File: src/rtl/bus_seq_pkg.sv
package bus_seq_pkg;
  typedef enum logic [2:0] {
    ST_IDLE = 3'd0,
    ST_T1   = 3'd1,
    ST_T2   = 3'd2,
    ST_T3   = 3'd3,
    ST_TW   = 3'd4,
    ST_T4   = 3'd5
  } bus_state_e;
endpackage

File: src/rtl/bus_seq_fsm.sv
module bus_seq_fsm
  import bus_seq_pkg::*;
(
  input  logic       clk,
  input  logic       rst_n,
  input  logic       start,
  input  logic       ready,
  output bus_state_e state
);
  bus_state_e state_nxt;

  always_comb begin
    state_nxt = state;
    case (state)
      ST_IDLE: if (start) state_nxt = ST_T1;
      ST_T1:   state_nxt = ST_T2;
      ST_T2:   state_nxt = ST_T3;
      ST_T3,
      ST_TW:   state_nxt = ready ? ST_T4 : ST_TW;
      ST_T4:   state_nxt = ST_IDLE;
      default: state_nxt = ST_IDLE;
    endcase
  end

  always_ff @(posedge clk or negedge rst_n) begin
    if (!rst_n) state <= ST_IDLE;
    else        state <= state_nxt;
  end
endmodule

File: src/rtl/bus_req_hold.sv
module bus_req_hold #(
  parameter int ADDR_W = 20,
  parameter int DATA_W = 8,
  parameter int SEG_W  = 2
) (
  input  logic              clk,
  input  logic              rst_n,
  input  logic              load_en,
  input  logic              cap_en,
  input  logic              req_write,
  input  logic              req_io,
  input  logic [ADDR_W-1:0] req_addr,
  input  logic [DATA_W-1:0] req_wdata,
  input  logic [SEG_W-1:0]  req_seg,
  input  logic              int_en,
  input  logic [DATA_W-1:0] ad_in,
  output logic              h_write,
  output logic              h_io,
  output logic [ADDR_W-1:0] h_addr,
  output logic [DATA_W-1:0] h_wdata,
  output logic [SEG_W-1:0]  h_seg,
  output logic              h_ie,
  output logic [DATA_W-1:0] rdata,
  output logic              done
);
  always_ff @(posedge clk or negedge rst_n) begin
    if (!rst_n) begin
      h_write <= 1'b0;
      h_io    <= 1'b0;
      h_addr  <= '0;
      h_wdata <= '0;
      h_seg   <= '0;
      h_ie    <= 1'b0;
    end else if (load_en) begin
      h_write <= req_write;
      h_io    <= req_io;
      h_addr  <= req_addr;
      h_wdata <= req_wdata;
      h_seg   <= req_seg;
      h_ie    <= int_en;
    end
  end

  always_ff @(posedge clk or negedge rst_n) begin
    if (!rst_n)      rdata <= '0;
    else if (cap_en) rdata <= ad_in;
  end

  always_ff @(posedge clk or negedge rst_n) begin
    if (!rst_n) done <= 1'b0;
    else        done <= cap_en;
  end
endmodule

File: src/rtl/bus_pin_mux.sv
module bus_pin_mux
  import bus_seq_pkg::*;
#(
  parameter int ADDR_W = 20,
  parameter int IO_W   = 16,
  parameter int DATA_W = 8,
  parameter int SEG_W  = 2
) (
  input  bus_state_e               state,
  input  logic                     h_write,
  input  logic                     h_io,
  input  logic [ADDR_W-1:0]        h_addr,
  input  logic [DATA_W-1:0]        h_wdata,
  input  logic [SEG_W-1:0]         h_seg,
  input  logic                     h_ie,
  output logic [DATA_W-1:0]        ad_out,
  output logic                     ad_oe,
  output logic [IO_W-DATA_W-1:0]   a_mid,
  output logic [ADDR_W-IO_W-1:0]   a_hi,
  output logic                     ale,
  output logic                     io_m,
  output logic                     rd_n,
  output logic                     wr_n,
  output logic                     dt_r,
  output logic                     den_n
);
  localparam int HI_W = ADDR_W - IO_W;

  logic [HI_W-1:0] status;
  assign status = HI_W'({1'b0, h_ie, h_seg});

  always_comb begin
    ad_out = '0;
    ad_oe  = 1'b0;
    a_mid  = '0;
    a_hi   = '0;
    ale    = 1'b0;
    io_m   = 1'b0;
    rd_n   = 1'b1;
    wr_n   = 1'b1;
    dt_r   = 1'b1;
    den_n  = 1'b1;
    if (state != ST_IDLE) begin
      a_mid = h_addr[IO_W-1:DATA_W];
      io_m  = h_io;
      dt_r  = h_write;
    end
    case (state)
      ST_T1: begin
        ale    = 1'b1;
        ad_out = h_addr[DATA_W-1:0];
        ad_oe  = 1'b1;
        a_hi   = h_io ? '0 : h_addr[ADDR_W-1:IO_W];
      end
      ST_T2, ST_T3, ST_TW, ST_T4: begin
        a_hi  = status;
        den_n = 1'b0;
        if (h_write) begin
          ad_out = h_wdata;
          ad_oe  = 1'b1;
        end
        if (state != ST_T4) begin
          rd_n = h_write;
          wr_n = !h_write;
        end
      end
      default: ;
    endcase
  end
endmodule

File: src/rtl/bus_cycle_seq.sv
module bus_cycle_seq
  import bus_seq_pkg::*;
#(
  parameter int ADDR_W = 20,
  parameter int IO_W   = 16,
  parameter int DATA_W = 8,
  parameter int SEG_W  = 2,
  localparam int MID_W = IO_W - DATA_W,
  localparam int HI_W  = ADDR_W - IO_W
) (
  input  logic              clk,
  input  logic              rst_n,
  input  logic              req_valid,
  output logic              req_ready,
  input  logic              req_write,
  input  logic              req_io,
  input  logic [ADDR_W-1:0] req_addr,
  input  logic [DATA_W-1:0] req_wdata,
  input  logic [SEG_W-1:0]  req_seg,
  input  logic              int_en,
  output logic [DATA_W-1:0] ad_out,
  output logic              ad_oe,
  input  logic [DATA_W-1:0] ad_in,
  output logic [MID_W-1:0]  a_mid,
  output logic [HI_W-1:0]   a_hi,
  output logic              ale,
  output logic              io_m,
  output logic              rd_n,
  output logic              wr_n,
  output logic              dt_r,
  output logic              den_n,
  input  logic              ready,
  output logic [DATA_W-1:0] rdata,
  output logic              done
);
  bus_state_e        state;
  logic              start;
  logic              capture;
  logic              h_write;
  logic              h_io;
  logic [ADDR_W-1:0] h_addr;
  logic [DATA_W-1:0] h_wdata;
  logic [SEG_W-1:0]  h_seg;
  logic              h_ie;

  assign req_ready = (state == ST_IDLE);
  assign start     = req_valid && req_ready;
  assign capture   = ((state == ST_T3) || (state == ST_TW)) && ready;

  bus_seq_fsm i_fsm (
    .clk   (clk),
    .rst_n (rst_n),
    .start (start),
    .ready (ready),
    .state (state)
  );

  bus_req_hold #(
    .ADDR_W (ADDR_W),
    .DATA_W (DATA_W),
    .SEG_W  (SEG_W)
  ) i_hold (
    .clk       (clk),
    .rst_n     (rst_n),
    .load_en   (start),
    .cap_en    (capture),
    .req_write (req_write),
    .req_io    (req_io),
    .req_addr  (req_addr),
    .req_wdata (req_wdata),
    .req_seg   (req_seg),
    .int_en    (int_en),
    .ad_in     (ad_in),
    .h_write   (h_write),
    .h_io      (h_io),
    .h_addr    (h_addr),
    .h_wdata   (h_wdata),
    .h_seg     (h_seg),
    .h_ie      (h_ie),
    .rdata     (rdata),
    .done      (done)
  );

  bus_pin_mux #(
    .ADDR_W (ADDR_W),
    .IO_W   (IO_W),
    .DATA_W (DATA_W),
    .SEG_W  (SEG_W)
  ) i_pins (
    .state   (state),
    .h_write (h_write),
    .h_io    (h_io),
    .h_addr  (h_addr),
    .h_wdata (h_wdata),
    .h_seg   (h_seg),
    .h_ie    (h_ie),
    .ad_out  (ad_out),
    .ad_oe   (ad_oe),
    .a_mid   (a_mid),
    .a_hi    (a_hi),
    .ale     (ale),
    .io_m    (io_m),
    .rd_n    (rd_n),
    .wr_n    (wr_n),
    .dt_r    (dt_r),
    .den_n   (den_n)
  );
endmodule

File: config.mk
export PLATFORM = sky130hd
export DESIGN_NAME = bus_cycle_seq
export DESIGN_NICKNAME = d
export VERILOG_FILES = /design/src/rtl/bus_seq_pkg.sv /design/src/rtl/bus_seq_fsm.sv /design/src/rtl/bus_req_hold.sv /design/src/rtl/bus_pin_mux.sv /design/src/rtl/bus_cycle_seq.sv
export SDC_FILE = /design/constraint.sdc
export NUM_CORES = 1
export LEC_CHECK = 0
export BUFFER_PORTS_ARGS = -buffer_cell sky130_fd_sc_hd__buf_2
export CORE_MARGIN = 8
export CORE_UTILIZATION = 45
export CTS_BUF_LIST = sky130_fd_sc_hd__clkbuf_16
export DETAILED_ROUTE_END_ITERATION = 7
export PLACE_DENSITY = 0.72
export SETUP_SLACK_MARGIN = 0.3
export SYNTH_ARGS = -nofsm -noshare
export SYNTH_HDL_FRONTEND = slang
export SYNTH_SLANG_ARGS = --single-unit
File: constraint.sdc
create_clock -name clk -period 3.72 [get_ports clk]
set_clock_uncertainty 0.1 [all_clocks]
set_input_delay 0.744 -clock clk [delete_from_list [all_inputs] [get_ports clk]]
set_output_delay 0.744 -clock clk [all_outputs]
set_load 0.02 [all_outputs]
Word-level counts from Yosys, hierarchy flattened
Index checks and enable logic that the tools add are counted. Widths: inputs -> output; s select.

Reduce and logical (&&, ||, !) cells: 8. Eq/ne operators: 7. Multiplexer cells: 18.

Operator list (count): $mux 8 (2); $pmux 8 s2 (1); $pmux 3 s4 (1); $mux 1 (10); $pmux 4 s2 (1); $eq 3x2->1 const B (2); $eq 3x3->1 const B (2); $mux 4 (1); $reduce_or 4->1 (1); $eq 3x1->1 const B (1); $logic_not 3->1 (1); $mux 3 (1); $ne 3x3->1 const B (1); $reduce_bool 3->1 (1); $logic_and 1x1->1 (2); $ne 2x1->1 const B (1); $pmux 1 s2 (1); $reduce_or 2->1 (1); $logic_not 1->1 (1); $logic_or 1x1->1 (1).

Bits in registers: 45. Output and inout port bits: 37. Input bits: 45. Word-level logic and storage cells: 42.

Depth between registers and ports, before layout
Depth in word-level cells: 4. Gate-level depth with buffers: 6.

By module
From an unflattened synthesis, not the netlist that was laid out.

Cell total of the unflattened synthesis: 169. Area, all modules: 2311.0 um2.

Modules (own cells, without submodules): bus_req_hold (times used 1, cells each 88, sequential area each 1051.0 um2, area each 1701.6 um2); bus_pin_mux (times used 1, cells each 64, sequential area each 0.0 um2, area each 430.4 um2); bus_seq_fsm (times used 1, cells each 12, sequential area each 75.1 um2, area each 142.6 um2); bus_cycle_seq (times used 1, cells each 5, sequential area each 0.0 um2, area each 36.3 um2).

Least setup slack after synthesis
OpenSTA, ideal clock, no wires.

Path type: reg-to-output. Start point: register i_fsm.state[1]. End point: output a_hi[2]. Stages on the path, launching flop included: 6. Data required time: 2.876 ns. Setup slack: 1.367 ns. Arrival time: 1.509 ns. Buffers on the path: 4. Path through: dfrtp_1 buf_4 buf_2 buf_4 buf_2 o21ai_0.

Cells in the longest elaborated chain, start to end: 3. Elaborated cells on any way between the ends: 7. Classes of those cells: eq/ne (5); mux (1); reduce/logical (1).

Ends and longest elaborated chain: start, declared (line bus_seq_fsm.sv:8) `output bus_state_e state`; start signal, assigned (line bus_seq_fsm.sv:27) `else state <= state_nxt;`; $eq 3x2->1 / $eq 3x3->1 (equally long branches) (line bus_pin_mux.sv:48) `case (state)`; $reduce_or 4->1 (line bus_pin_mux.sv:48); $pmux 4 s2 * (line bus_pin_mux.sv:48); end, declared (line bus_cycle_seq.sv:25) `output logic [HI_W-1:0] a_hi,`.

Mark *: on every way between the ends. The rest lies on a longest branch, timed or not.

Final worst setup path
Start point: register i_fsm.state[2]. End point: output ad_out[6].

Cells in the longest elaborated chain, start to end: 3. Elaborated cells on any way between the ends: 7. Classes of those cells: eq/ne (5); mux (1); reduce/logical (1).

Ends and longest elaborated chain: $eq 3x2->1 / $eq 3x3->1 (equally long branches) (line bus_pin_mux.sv:48); $reduce_or 4->1 (line bus_pin_mux.sv:48); $pmux 8 s2 * (line bus_pin_mux.sv:48); end, declared (line bus_cycle_seq.sv:21) `output logic [DATA_W-1:0] ad_out,`.

Marks and branches as above.

==> metrics <==
status=finished clean; Total Neg Setup Slack=0 ns; Crit Path Class=flip-flop to output pin; Slew headroom=33.5%; Hold WS=0.410 ns; area of the core=5540 um^2; share of the synthesized area in the top cell type=43.6%; CTS Root Cell=clkbuf_16; vias per cell=5.11; CTS Buf Count=5; # resized after CTS=0; DIE WIDTH=91.7 um; Hold WC Path Type=flip-flop to flip-flop; Die Span Y=91.7 um; worst path required time=2.88 ns; vias in the first global route=2070; Hold Path Stages=1; initial core utilization=46.6%; DR top layer=met4; clock group share of total power=13.4%; total number of vias=1846; die area=around 8400 um^2; initial antenna violation count=0; IO Pins=82; ANT cells=0; GRT Total Usage=14.4%; CTS tree=built; drt pass-1 iters=4; Critical Path Sink Type=output pin; Post-CTS Setup Repair Bufs=0; Avg WL per Cell=16.6 um; largest net degree at the start of global routing=47; Switching Fraction=approximately two fifths; commonest cells after routing, fill and taps aside=buf_2, dfrtp_1, mux2_4, nand2_1, nor2b_1; Worst-path clk slew=0.06 ns; switching pwr=1270 uW; total gr overflow=0; fraction of the cycle the final worst path needs=76.7%; Sequential Power Share=31.6%; syn_area_per_cell=about 12 um^2; routability congestion estimate=0.712; port buffer count=81; area grow syn2layout=19.9%; crit path max fanout=14; DR iter-0 viols=roughly 120; clock tree buffer depth=2; DRC violations left=0; sequential area share after synthesis=43.6%; leading cell type in the layout, fill and taps excluded=buf_2; metal1 wirelength=2630 um; hpwl dp=about 4300 um; CP arrival=2.01 ns; ranking of synthesized cells by area=dfrtp_1, mux2_4, a211oi_2, nor4bb_1, nor3_2; first-pass GRT wire length=a little under 10000 um; share of layout cells above drive strength 1=49.5%; dominant cell type by area after synthesis=dfrtp_1; met2 routed WL=2920 um; worst vdd ir=582 uV; latest clock arrival within the worst-skew pair=between 0.2 and 0.3 ns; row cnt=27; pwr dens=977 nW/um^2; Cell variety after synth=34; RSZ-0062 raised after global routing=no; Finish-stage setup viols=0; cells on worst reg2reg path=4; DR WL met3=roughly 390 um; # hold bufs at CTS=0; post-route ant nets=0; CTS Sinks=45; combinational share of power=a little over half; Final nets=335; worst-margin pin slew=0.998 ns; Tmin final=2.85 ns; Max H-tree Level=2; Mapped Cells=219; Yosys reg bits=45; Internal Power=1760 uW; Max-Cap Viols=0; Final Hold Vio Count=0; synthesized area=2580 um^2; WL final=6010 um; Leakage=0.00147 uW; FMAX=about 350 MHz; syn_nets=approximately 260; Yosys warnings=0; CP Launch Type=flip-flop; fin. max-slew vios=0
worst paths after layout:
| kind | from | end | slack [ns] |
|---|---|---|---|
| hold / removal | i_hold.h_addr[10]$_DFFE_PN0P_ | i_hold.h_addr[10]$_DFFE_PN0P_ | 0.41 |
| setup reg to reg | i_fsm.state[2]$_DFFE_PN0P_ | i_hold.h_addr[8]$_DFFE_PN0P_ | 1.13 |
| hold reg to reg | i_hold.h_addr[10]$_DFFE_PN0P_ | i_hold.h_addr[10]$_DFFE_PN0P_ | 0.41 |
| min in group asynchronous | rst_n | i_hold.h_addr[15]$_DFFE_PN0P_ | 0.53 |
| max in group asynchronous | rst_n | i_hold.rdata[1]$_DFFE_PN0P_ | 2.36 |
| setup / recovery | i_fsm.state[2]$_DFFE_PN0P_ | ad_out[6] | 0.87 |
cell usage after synthesis:
library cell and number:
o21ai_0 4, and2b_1 1, or2_2 1, nor3b_1 1, and2_4 1, nand2_1 13, a211o_4 1, a211oi_2 8
or3b_1 1, buf_6 5, dfrtp_1 45, nor4bb_1 10, mux2_2 3, nand2b_1 3, nor3_1 2, buf_4 3
o22ai_1 9, and4bb_2 1, o21a_1 8, buf_2 6, nor2b_1 11, a22oi_1 8, mux2_4 30, clkbuf_1 4
and3b_1 1, buf_1 1, nor2_1 9, and2_1 2, o21bai_1 1, a21oi_1 6, nor3_2 8, inv_1 9
xnor2_1 2, nor2_2 1
registers in the layout, indices dropped and copies added (netlist names):
name,cells
i_hold.h_ie,1
i_hold.h_addr,20
i_fsm.state,3
i_hold.done,1
i_hold.rdata,8
i_hold.h_io,1
i_hold.h_wdata,8
i_hold.h_seg,2
i_hold.h_write,1
critical path: stages, from the launching register on:
cell     delay [ns]
dfrtp_1        0.53
buf_4          0.26
and2b_1        0.42
a22oi_1        0.15
o22ai_1        0.18
buf_2          0.20
layer usage:
| layer | GRT usage, % | up-vias |
|---|---|---|
| met2 | 23.0 | 55 |
| met4 | 5.23 | 0 |
| li1 | - | 915 |
| met1 | 17.5 | 870 |
| met5 | 0 | - |
| met3 | 5.13 | 6 |
power by group through the flow:
stage	combinational [uW]	sequential (uW)	clock (uW)
5_1_grt	1800	998	446
6_report	1660	956	406
4_1_cts	1680	957	419
3_3_place_gp	1650	951	0
2_1_floorplan	1290	936	0
3_5_place_dp	1680	954	0
final cells by class:
| type | count | area (um^2) |
|---|---|---|
| clock inverters | 1 | 5.00 |
| clock buffers | 5 | 125 |
| inverters | 9 | 33.8 |
| fillers | 497 | 2450 |
| multi-input cells | 146 | 1290 |
| well taps | 72 | 90.1 |
| flip-flops and latches | 45 | 1130 |
| repair buffers | 83 | 420 |
kinds of logic after synthesis:
| family | Yosys count | share of synthesized area, % |
|---|---|---|
| and+or+nand+nor | 66 | 17.0 |
| AOI/OAI and AO/OA | 45 | 13.6 |
| DFF | 45 | 43.6 |
| muxes | 33 | 18.8 |
| buffers and inverters | 28 | 6.26 |
| xor gates and xnor gates | 2 | 0.679 |
per-stage QoR:
stage                     worst slack (ns)  utilization (%)  power [uW]  area, um^2  instances
after floorplan                       1.37                -        2230        2580        219
after global placement                1.17             53.5        2600        2960        355
after detailed placement              1.14             53.5        2630        2960        355
after CTS                            0.857             55.8        3060        3090        361
after global routing                 0.728             55.8        3240        3090        361
final                                0.867             55.8        3020        3090        361
Note: power is estimated with default switching activity, not from simulation.
